$ cat config.mk
export PLATFORM = sky130hd
export DESIGN_NAME = rng_byte_queue
export DESIGN_NICKNAME = d
export VERILOG_FILES = /design/src/rtl/rng_byte_queue.sv
export SDC_FILE = /design/constraint.sdc
export NUM_CORES = 1
export LEC_CHECK = 0
export BUFFER_PORTS_ARGS = -buffer_cell sky130_fd_sc_hd__buf_4
export CAP_MARGIN = 40
export CORE_MARGIN = 2
export CORE_UTILIZATION = 54
export DETAILED_ROUTE_END_ITERATION = 10
export PLACE_DENSITY = 0.73
export SLEW_MARGIN = 40
export SYNTH_ARGS = -nofsm -noshare
export SYNTH_HDL_FRONTEND = slang
export SYNTH_SLANG_ARGS = --single-unit
export TNS_END_PERCENT = 30
$ cat constraint.sdc
create_clock -name clk -period 3.33 [get_ports clk]
set_input_delay 0.333 -clock clk [delete_from_list [all_inputs] [get_ports clk]]
set_output_delay 0.333 -clock clk [all_outputs]
set_load 0.02 [all_outputs]
$ cat src/rtl/rng_byte_queue.sv
module rng_byte_queue #(
  parameter int DEPTH = 4
) (
  input  logic        clk,
  input  logic        rst_n,
  input  logic        gen_en,
  input  logic [1:0]  src_sel,
  input  logic        src_a_bit,
  input  logic        src_a_vld,
  input  logic        src_b_bit,
  input  logic        src_b_vld,
  input  logic        req,
  input  logic [1:0]  divisor,
  output logic        resp_valid,
  output logic        wr_en,
  output logic        wr_two,
  output logic [31:0] wr_word0,
  output logic [31:0] wr_word1,
  output logic [3:0]  ptr_inc,
  output logic [3:0]  status_cnt
);
  localparam int AW = $clog2(DEPTH);
  localparam int CW = $clog2(DEPTH + 1);

  logic [7:0]    sr_a, sr_b;
  logic [2:0]    bc_a, bc_b;
  logic          rdy_a, rdy_b;
  logic [63:0]   build;
  logic [2:0]    nbytes;
  logic          turn_b;
  logic [63:0]   mem [DEPTH];
  logic [AW-1:0] wp, rp;
  logic [CW-1:0] q_cnt;

  wire full   = (q_cnt == CW'(DEPTH));
  wire empty  = (q_cnt == '0);
  wire dual   = (src_sel == 2'd2);
  wire use_a  = gen_en && (src_sel == 2'd0 || dual);
  wire use_b  = gen_en && (src_sel == 2'd1 || dual);
  wire take_b = dual ? turn_b : (src_sel == 2'd1);
  wire take_ok   = take_b ? use_b : use_a;
  wire pick_rdy  = take_b ? rdy_b : rdy_a;
  wire [7:0] pick_byte = take_b ? sr_b : sr_a;
  wire accept  = !full && take_ok && pick_rdy;
  wire push    = accept && (nbytes == 3'd7);
  wire pop     = req && !empty;
  wire shift_a = use_a && !full && src_a_vld && !rdy_a;
  wire shift_b = use_b && !full && src_b_vld && !rdy_b;
  wire [63:0] head = mem[rp];

  always_ff @(posedge clk) begin
    if (!rst_n) begin
      sr_a <= '0; bc_a <= '0; rdy_a <= 1'b0;
      sr_b <= '0; bc_b <= '0; rdy_b <= 1'b0;
    end else begin
      if (shift_a) begin
        sr_a[bc_a] <= src_a_bit;
        bc_a <= bc_a + 3'd1;
        if (bc_a == 3'd7) rdy_a <= 1'b1;
      end
      if (shift_b) begin
        sr_b[bc_b] <= src_b_bit;
        bc_b <= bc_b + 3'd1;
        if (bc_b == 3'd7) rdy_b <= 1'b1;
      end
      if (accept && !take_b) rdy_a <= 1'b0;
      if (accept && take_b)  rdy_b <= 1'b0;
    end
  end

  always_ff @(posedge clk) begin
    if (!rst_n) begin
      build <= '0; nbytes <= '0; turn_b <= 1'b0;
    end else if (accept) begin
      build[{nbytes, 3'b000} +: 8] <= pick_byte;
      nbytes <= nbytes + 3'd1;
      if (dual) turn_b <= !turn_b;
    end
  end

  always_ff @(posedge clk)
    if (push) mem[wp] <= {pick_byte, build[55:0]};

  always_ff @(posedge clk) begin
    if (!rst_n) begin
      wp <= '0; rp <= '0; q_cnt <= '0;
    end else begin
      if (push) wp <= (wp == AW'(DEPTH - 1)) ? '0 : wp + 1'b1;
      if (pop)  rp <= (rp == AW'(DEPTH - 1)) ? '0 : rp + 1'b1;
      if (push && !pop)      q_cnt <= q_cnt + 1'b1;
      else if (pop && !push) q_cnt <= q_cnt - 1'b1;
    end
  end

  always_ff @(posedge clk) begin
    if (!rst_n) begin
      resp_valid <= 1'b0; wr_en <= 1'b0; wr_two <= 1'b0;
      wr_word0 <= '0; wr_word1 <= '0; ptr_inc <= '0; status_cnt <= '0;
    end else begin
      resp_valid <= req;
      wr_en    <= pop;
      wr_two   <= 1'b0;
      wr_word0 <= '0;
      wr_word1 <= '0;
      ptr_inc  <= '0;
      status_cnt <= '0;
      if (pop) begin
        case (divisor)
          2'd0: begin
            wr_word0 <= head[31:0]; wr_word1 <= head[63:32]; wr_two <= 1'b1;
            ptr_inc <= 4'd8; status_cnt <= 4'd8;
          end
          2'd1: begin
            wr_word0 <= head[31:0];
            ptr_inc <= 4'd4; status_cnt <= 4'd4;
          end
          2'd2: begin
            wr_word0 <= {16'h0, head[15:0]};
            ptr_inc <= 4'd2; status_cnt <= 4'd2;
          end
          default: begin
            wr_word0 <= {24'h0, head[7:0]};
            ptr_inc <= 4'd1; status_cnt <= 4'd1;
          end
        endcase
      end
    end
  end
endmodule

## Yosys cells after proc, flatten, opt, wreduce, memory -nomap -nowiden

Memory sizes are Yosys's and may differ from the RTL's. A register that Yosys moved wholly into a read port is not among the register bits.
Cells that the tools add are included.

- Shifts and indexed selects: 2
- Multiplexer cells: 22
- Equal/unequal tests: 10
- Add/sub/neg operators: 8
- Order comparisons: 4
- Reduce and logical (&&, ||, !) cells: 40
- Bitwise operators: 1

Operator list:

| kind | count |
|---|---|
| 64-bit bitwise mux | 1 |
| 32-bit one-hot mux with 2 select lines | 1 |
| 8-bit by 8-bit variable shift with 64-bit output (first input constant) | 1 |
| 8-bit by 8-bit variable part select with 64-bit output | 1 |
| 1-bit logical AND | 18 |
| 8-bit bitwise mux | 2 |
| 3-bit by 1-bit adder with 3-bit output (second input constant) | 4 |
| 3-bit equality test (second input constant) | 4 |
| 4-bit one-hot mux with 3 select lines | 1 |
| 2-bit equality test (second input constant) | 4 |
| 1-bit zero test | 8 |
| 3-bit by 4-bit less-than comparator with 1-bit output (second input constant) | 2 |
| 1-bit 2-to-1 mux | 8 |
| 2-bit 2-to-1 mux | 4 |
| 8-bit 2-to-1 mux | 1 |
| 6-bit negation with 8-bit output | 1 |
| 2-bit AND reduction | 4 |
| 1-bit demux with 3-bit select | 2 |
| 3-bit by 1-bit >= comparator with 1-bit output (second input constant) | 2 |
| 3-bit 2-to-1 mux | 2 |
| 2-bit OR reduction | 3 |
| 2-bit by 1-bit adder with 2-bit output (second input constant) | 2 |
| 2-bit by 1-bit equality test with 1-bit output (second input constant) | 2 |
| 2-bit zero test | 2 |
| 6 further kinds | 7 |

- Output and inout bits: 75
- Memories kept: 1
- Bits in writable memories: 256
- Flip-flop bits (word level): 170
- Input bits: 12
- Logic and storage cells: 106

Memories:

| memory | depth | width | rd ports | clocked after memory_dff | write ports | line | source |
|---|---|---|---|---|---|---|---|
| mem | 4 | 64 | 1 | 1 | 1 | 31 | `logic [63:0] mem [DEPTH];` |

## Logic depth before layout (Yosys ltp)

- Depth in word-level cells: 11
- Depth in mapped cells: 11
- Gate-level depth less buffers: 11

## Worst setup path before layout

No wires, ideal clock.

- Path kind: input to register
- Start point: input src_sel[0]
- End point: memory mem[3][0], enable pin
- Slack: -0.174 ns
- Data required time: 2.901 ns
- Stages on the path: 6
- Arrival: 3.075 ns
- Buffers on the path: 1
- Setup time: 0.429 ns
- Cells stage by stage: inv_1 -> ha_1 -> mux2i_1 -> mux2i_1 -> clkbuf_1 -> and3_1

- Word-level cells in the longest chain between the ends: 9
- Elaborated cells on any way between the ends: 15
- Classes of those cells: eq/ne (2); mux (5); reduce/logical (8)

RTL lines:

| item | line | source |
|---|---|---|
| start: declaration | 7 | `input logic [1:0] src_sel,` |
| 2-bit equality test (tied with other cells) | 37 | `wire dual = (src_sel == 2'd2);` |
| 1-bit logical OR (on tied branches) | 38, 39 |  |
| 1-bit logical AND (on tied branches) | 38, 39 |  |
| 1-bit 2-to-1 mux | 41 | `wire take_ok = take_b ? use_b : use_a;` |
| 1-bit logical AND | 44 | `wire accept = !full && take_ok && pick_rdy;` |
| 1-bit logical AND (*) | 44 |  |
| 1-bit logical AND (*) | 45 | `wire push = accept && (nbytes == 3'd7);` |
| 1-bit 2-to-1 mux (*) | 82 | `if (push) mem[wp] <= {pick_byte, build[55:0]};` |
| 1-bit 2-to-1 mux (implied by the code) (*) | 82 |  |
| end: declaration | 31 |  |

Every way passes the cells marked *; elsewhere a longest branch is shown, timed or not.

## Worst setup path after layout

- Start point: register nbytes[0]
- End point: register build[4]

- Word-level cells in the longest chain between the ends: 3
- Elaborated cells on any way between the ends: 4
- Classes of those cells: add/sub (1); shift (2); mux (1)

RTL lines:

| item | line | source |
|---|---|---|
| start: declaration | 29 | `logic [2:0] nbytes;` |
| start signal: assignment | 76 | `nbytes <= nbytes + 3'd1;` |
| 6-bit negation with 8-bit output (*) | 75 | `build[{nbytes, 3'b000} +: 8] <= pick_byte;` |
| 8-bit by 8-bit variable part select with 64-bit output or 8-bit by 8-bit variable shift with 64-bit output (tied branches) | 75 |  |
| 64-bit bitwise mux (*) | 75 |  |
| end signal: indexed assignment | 75 |  |
| end: declaration | 28 | `logic [63:0] build;` |

Marks and branches as above.
A chain may end at the register's enable or synchronous reset.

==> summary.txt <==
Run status
  • Status: completed

Setup path
  • Number of buffers and inverters on the critical path: 2
  • Critical path data arrival time: 2.89 ns
  • Critical path required time: 3.78 ns
  • Crit. End Element: flop
  • CP startpoint kind: flop
  • Max stage delay on crit path: 0.49 ns
  • Worst-case reg-to-reg path depth: 7
  • Crit Path Class: flop to flop
  • Critical Path, Cell by Cell: inv_1 > ha_1 > ha_1 > or4_1 > nor4_4 > buf_4 > mux2i_1
  • CP Depth: 7
  • CP Max Fanout: 8
  • CP top delay family: simple AND/OR/NAND/NOR gates
  • CP dominant cell by count: ha_1
  • Worst path slowest cell: or4_1

Timing
  • Setup WS post-layout: 0.888 ns
  • Clock period minus worst slack: 2.44 ns
  • RSZ-0062 raised after global routing: no
  • Setup Total Neg Slack: 0 ns
  • Slew HR: 0.536
  • Clk_skew: 0.0172 ns
  • Final hold violation count: 0
  • Hold WS: 0.0477 ns
  • Final Max Slew Viols: 0
  • Highest clock rate: 409 MHz
  • Worst Tran Pin Value: 0.690 ns
  • # setup viols final: 0
  • Fin crit share: 0.733

Finish
  • Ant diodes: 0
  • Fillers: 1958
  • Nets: 1078
  • Share of cells above drive strength 1: 0.240
  • Layout area overhead: 16.8%

Hold path
  • Worst Hold Class: input port to flop
  • WHS Path Cells: 2

CTS
  • Hold Buf Count CTS: 1
  • Clk root buf: clkbuf_16
  • H-tree levels: 2
  • # clock sinks: 420
  • Post-CTS setup buffers: 0
  • Worst-skew pair later-pin latency: 0.53 ns
  • Num CTS Buffers: 41
  • TritonCTS clock tree: built
  • Worst-path clk slew: 0.06 ns
  • Max clock buf depth: 3
  • PostCTS Resize Cnt: 0

Global route
  • Grt met1 use: 0.285
  • M2 GR Usage: 0.335
  • Grt met3 use: 0.0307
  • Grt total ovfl: 0
  • First-pass GRT wire length: 45.5 mm
  • All-Layer GR Usage: 0.204
  • Antenna violations before repair: 0
  • Largest net degree at the start of global routing: 65
  • Most Used Layer, Global Route: met2
  • Vias in the first global route: 8059

Floorplan
  • Core Footprint: 27900 µm²
  • Die width: 172 µm
  • Die H: 172 µm
  • Ports: 87
  • Core Rows: 61
  • Die ar.: 29700 µm²
  • Initial Util: 0.549

Placed design
  • Port buffer count: 86
  • RD Place Congestion: 0.834
  • HPWL Detailed: 17.7 mm
  • Pre-CTS WS: 0.358 ns

Logic synthesis
  • Adder-Cell Fraction of Synth Area: 0.0168
  • Yosys reg bits: 420
  • Synth Area in Simple Gates: 0.0845
  • Cell area after synthesis: 15300 µm²
  • Post-synth EDFFs: 256
  • Main combinational cell family by area after synthesis: multiplexers
  • Netlist cell types: 48
  • Synth warn: 0
  • Xor/xnor cell area share of the yosys netlist: 0.00229
  • Async S/R FF share, synth: 0
  • Synth Instances: 938
  • Top cell type's share of synthesized area: 0.502
  • Synth area leaders: edfxtp_1 (50%), dfxtp_1 (21%), mux4_2 (9.4%)
  • Multiplexer share of the synthesized area: 0.142
  • Syn_area_per_cell: 16.3 µm²
  • Area leader, netlist: edfxtp_1
  • Syn nets: 970
  • Post-synthesis compound-gate area fraction: 0.0202
  • Dominant synthesized flop cell: edfxtp_1
  • Sequential share of the synthesized area: 0.717

Power
  • Pwr Density: 559 nW/µm²
  • Worst VDD drop: 0.377 mV
  • Total power: 10.0 mW
  • Lkg Pwr: 6.92 nW

Routing
  • ANT nets after route: 0
  • WL final: 28.9 mm
  • Vias per cell: 5.51
  • Pre-antenna DRT Iters: 4
  • 1st-iter DRT viols: 678
  • Remaining DRCs: 0
  • Routed WL per cell: 19.8 µm
  • Vias: 8021

Flow run
  • Max Cap Viol: 0
## where the power goes
group / internal, mW / switching [mW]
Combinational: 0.0285 / 0.0614
Clock: 2.60 / 1.85
Sequential: 5.45 / 0.00538
Total: 8.08 / 1.91
## worst reg2reg max path, stage by stage, from the launching register on
cell and delay (ns):
dfxtp_1 0.44, inv_1 0.16, ha_1 0.23, ha_1 0.36
or4_1 0.49, nor4_4 0.18, buf_4 0.26, mux2i_1 0.25
## worst paths after layout
kind | from | to | slack, ns
setup / recovery | nbytes[0] | build[4] | 0.89
hold / removal | divisor[1] | status_cnt[1] | 0.05
setup reg to reg | nbytes[0] | build[4] | 0.89
hold reg to reg | sr_b[2] | sr_b[2] | 0.47
## flip-flops by register name (all words and copies together) (netlist names), named ones only
register,cells
mem,256
wr_two,1
sr_b,8
wr_word0,32
rdy_b,1
rp,2
status_cnt,4
wr_word1,32
nbytes,3
bc_a,3
resp_valid,1
rdy_a,1
wr_en,1
wp,2
turn_b,1
bc_b,3
sr_a,8
build,56
q_cnt,3
## final cells by class
type / instances / area [µm²] / share of cell area
Sequential cell: 420 / 11000 / 0.614
Multi-Input combinational cell: 454 / 4090 / 0.229
Clock buffer: 65 / 1260 / 0.0704
Timing Repair Buffer: 108 / 926 / 0.0518
Tap cell: 378 / 473 / 0.0265
Inverter: 21 / 78.8 / 0.00441
Clock inverter: 10 / 66.3 / 0.00371
## layout by cell type, fill, tap and decap left out, types with 2 or more instances in the layout
master	Yosys	final
o21ai_0	9	9
mux2i_1	63	63
nor2_1	15	14
nand4_1	7	7
clkbuf_1	29	12
and2_1	34	34
or2_2	2	2
mux4_2	64	64
nand3_1	17	17
and3_2	0	4
clkbuf_8	0	10
o2bb2ai_1	8	8
nor4_4	2	2
dfxtp_1	164	162
o31ai_1	5	5
xor2_1	3	3
buf_12	0	9
buf_4	4	98
or4_1	2	2
inv_1	20	20
nand2_1	98	98
nor3b_1	3	3
nor3_1	6	5
edfxtp_1	256	256
and4_1	2	2
a21oi_1	16	16
or3_1	3	3
clkinv_2	0	6
and3_1	20	16
ha_1	19	19
nor2b_1	24	24
clkbuf_16	0	43
a31oi_1	4	4
nand3b_1	5	5
mux2_2	8	8
## cells in the mapped netlist (2+ instances only)
cell type	n
or3_1	3
and2_1	34
nor2_1	15
nor3b_1	3
edfxtp_1	256
or4_1	2
nand4_1	7
ha_1	19
o21ai_0	9
a31oi_1	4
o2bb2ai_1	8
nor3_1	6
nand2_1	98
or2_2	2
mux2_2	8
nor2b_1	24
inv_1	20
a21oi_1	16
clkbuf_1	29
nand3b_1	5
buf_4	4
dfxtp_1	164
and3_1	20
xor2_1	3
mux4_2	64
buf_2	5
buf_1	5
mux2i_1	63
nand3_1	17
nor4_4	2
and4_1	2
o31ai_1	5
## layer usage
| layer | part of all wire | vias up |
|---|---|---|
| met5 | 0 | - |
| met4 | 0.023 | 0 |
| met3 | 0.048 | 51 |
| met2 | 0.49 | 202 |
| met1 | 0.44 | 4043 |
| li1 | - | 3725 |
## kinds of logic (layout without fill, tap and decap cells)
kind of cell,after synthesis,after routing
flops,420,420
simple gates,246,246
fa+ha+maj,20,20
compound gates,48,48
buf+inv,64,204
mux,136,136
xor+xnor,4,4
## stage by stage
stage                      util  instances  instance area [µm²]
after global placement    0.593       1380                16500
after detailed placement  0.594       1380                16500
after floorplan               -        938                15300
after CTS                 0.641       1456                17900
final                     0.641       1456                17900
after global routing      0.641       1456                17900
(Power assumes the default switching activity.)
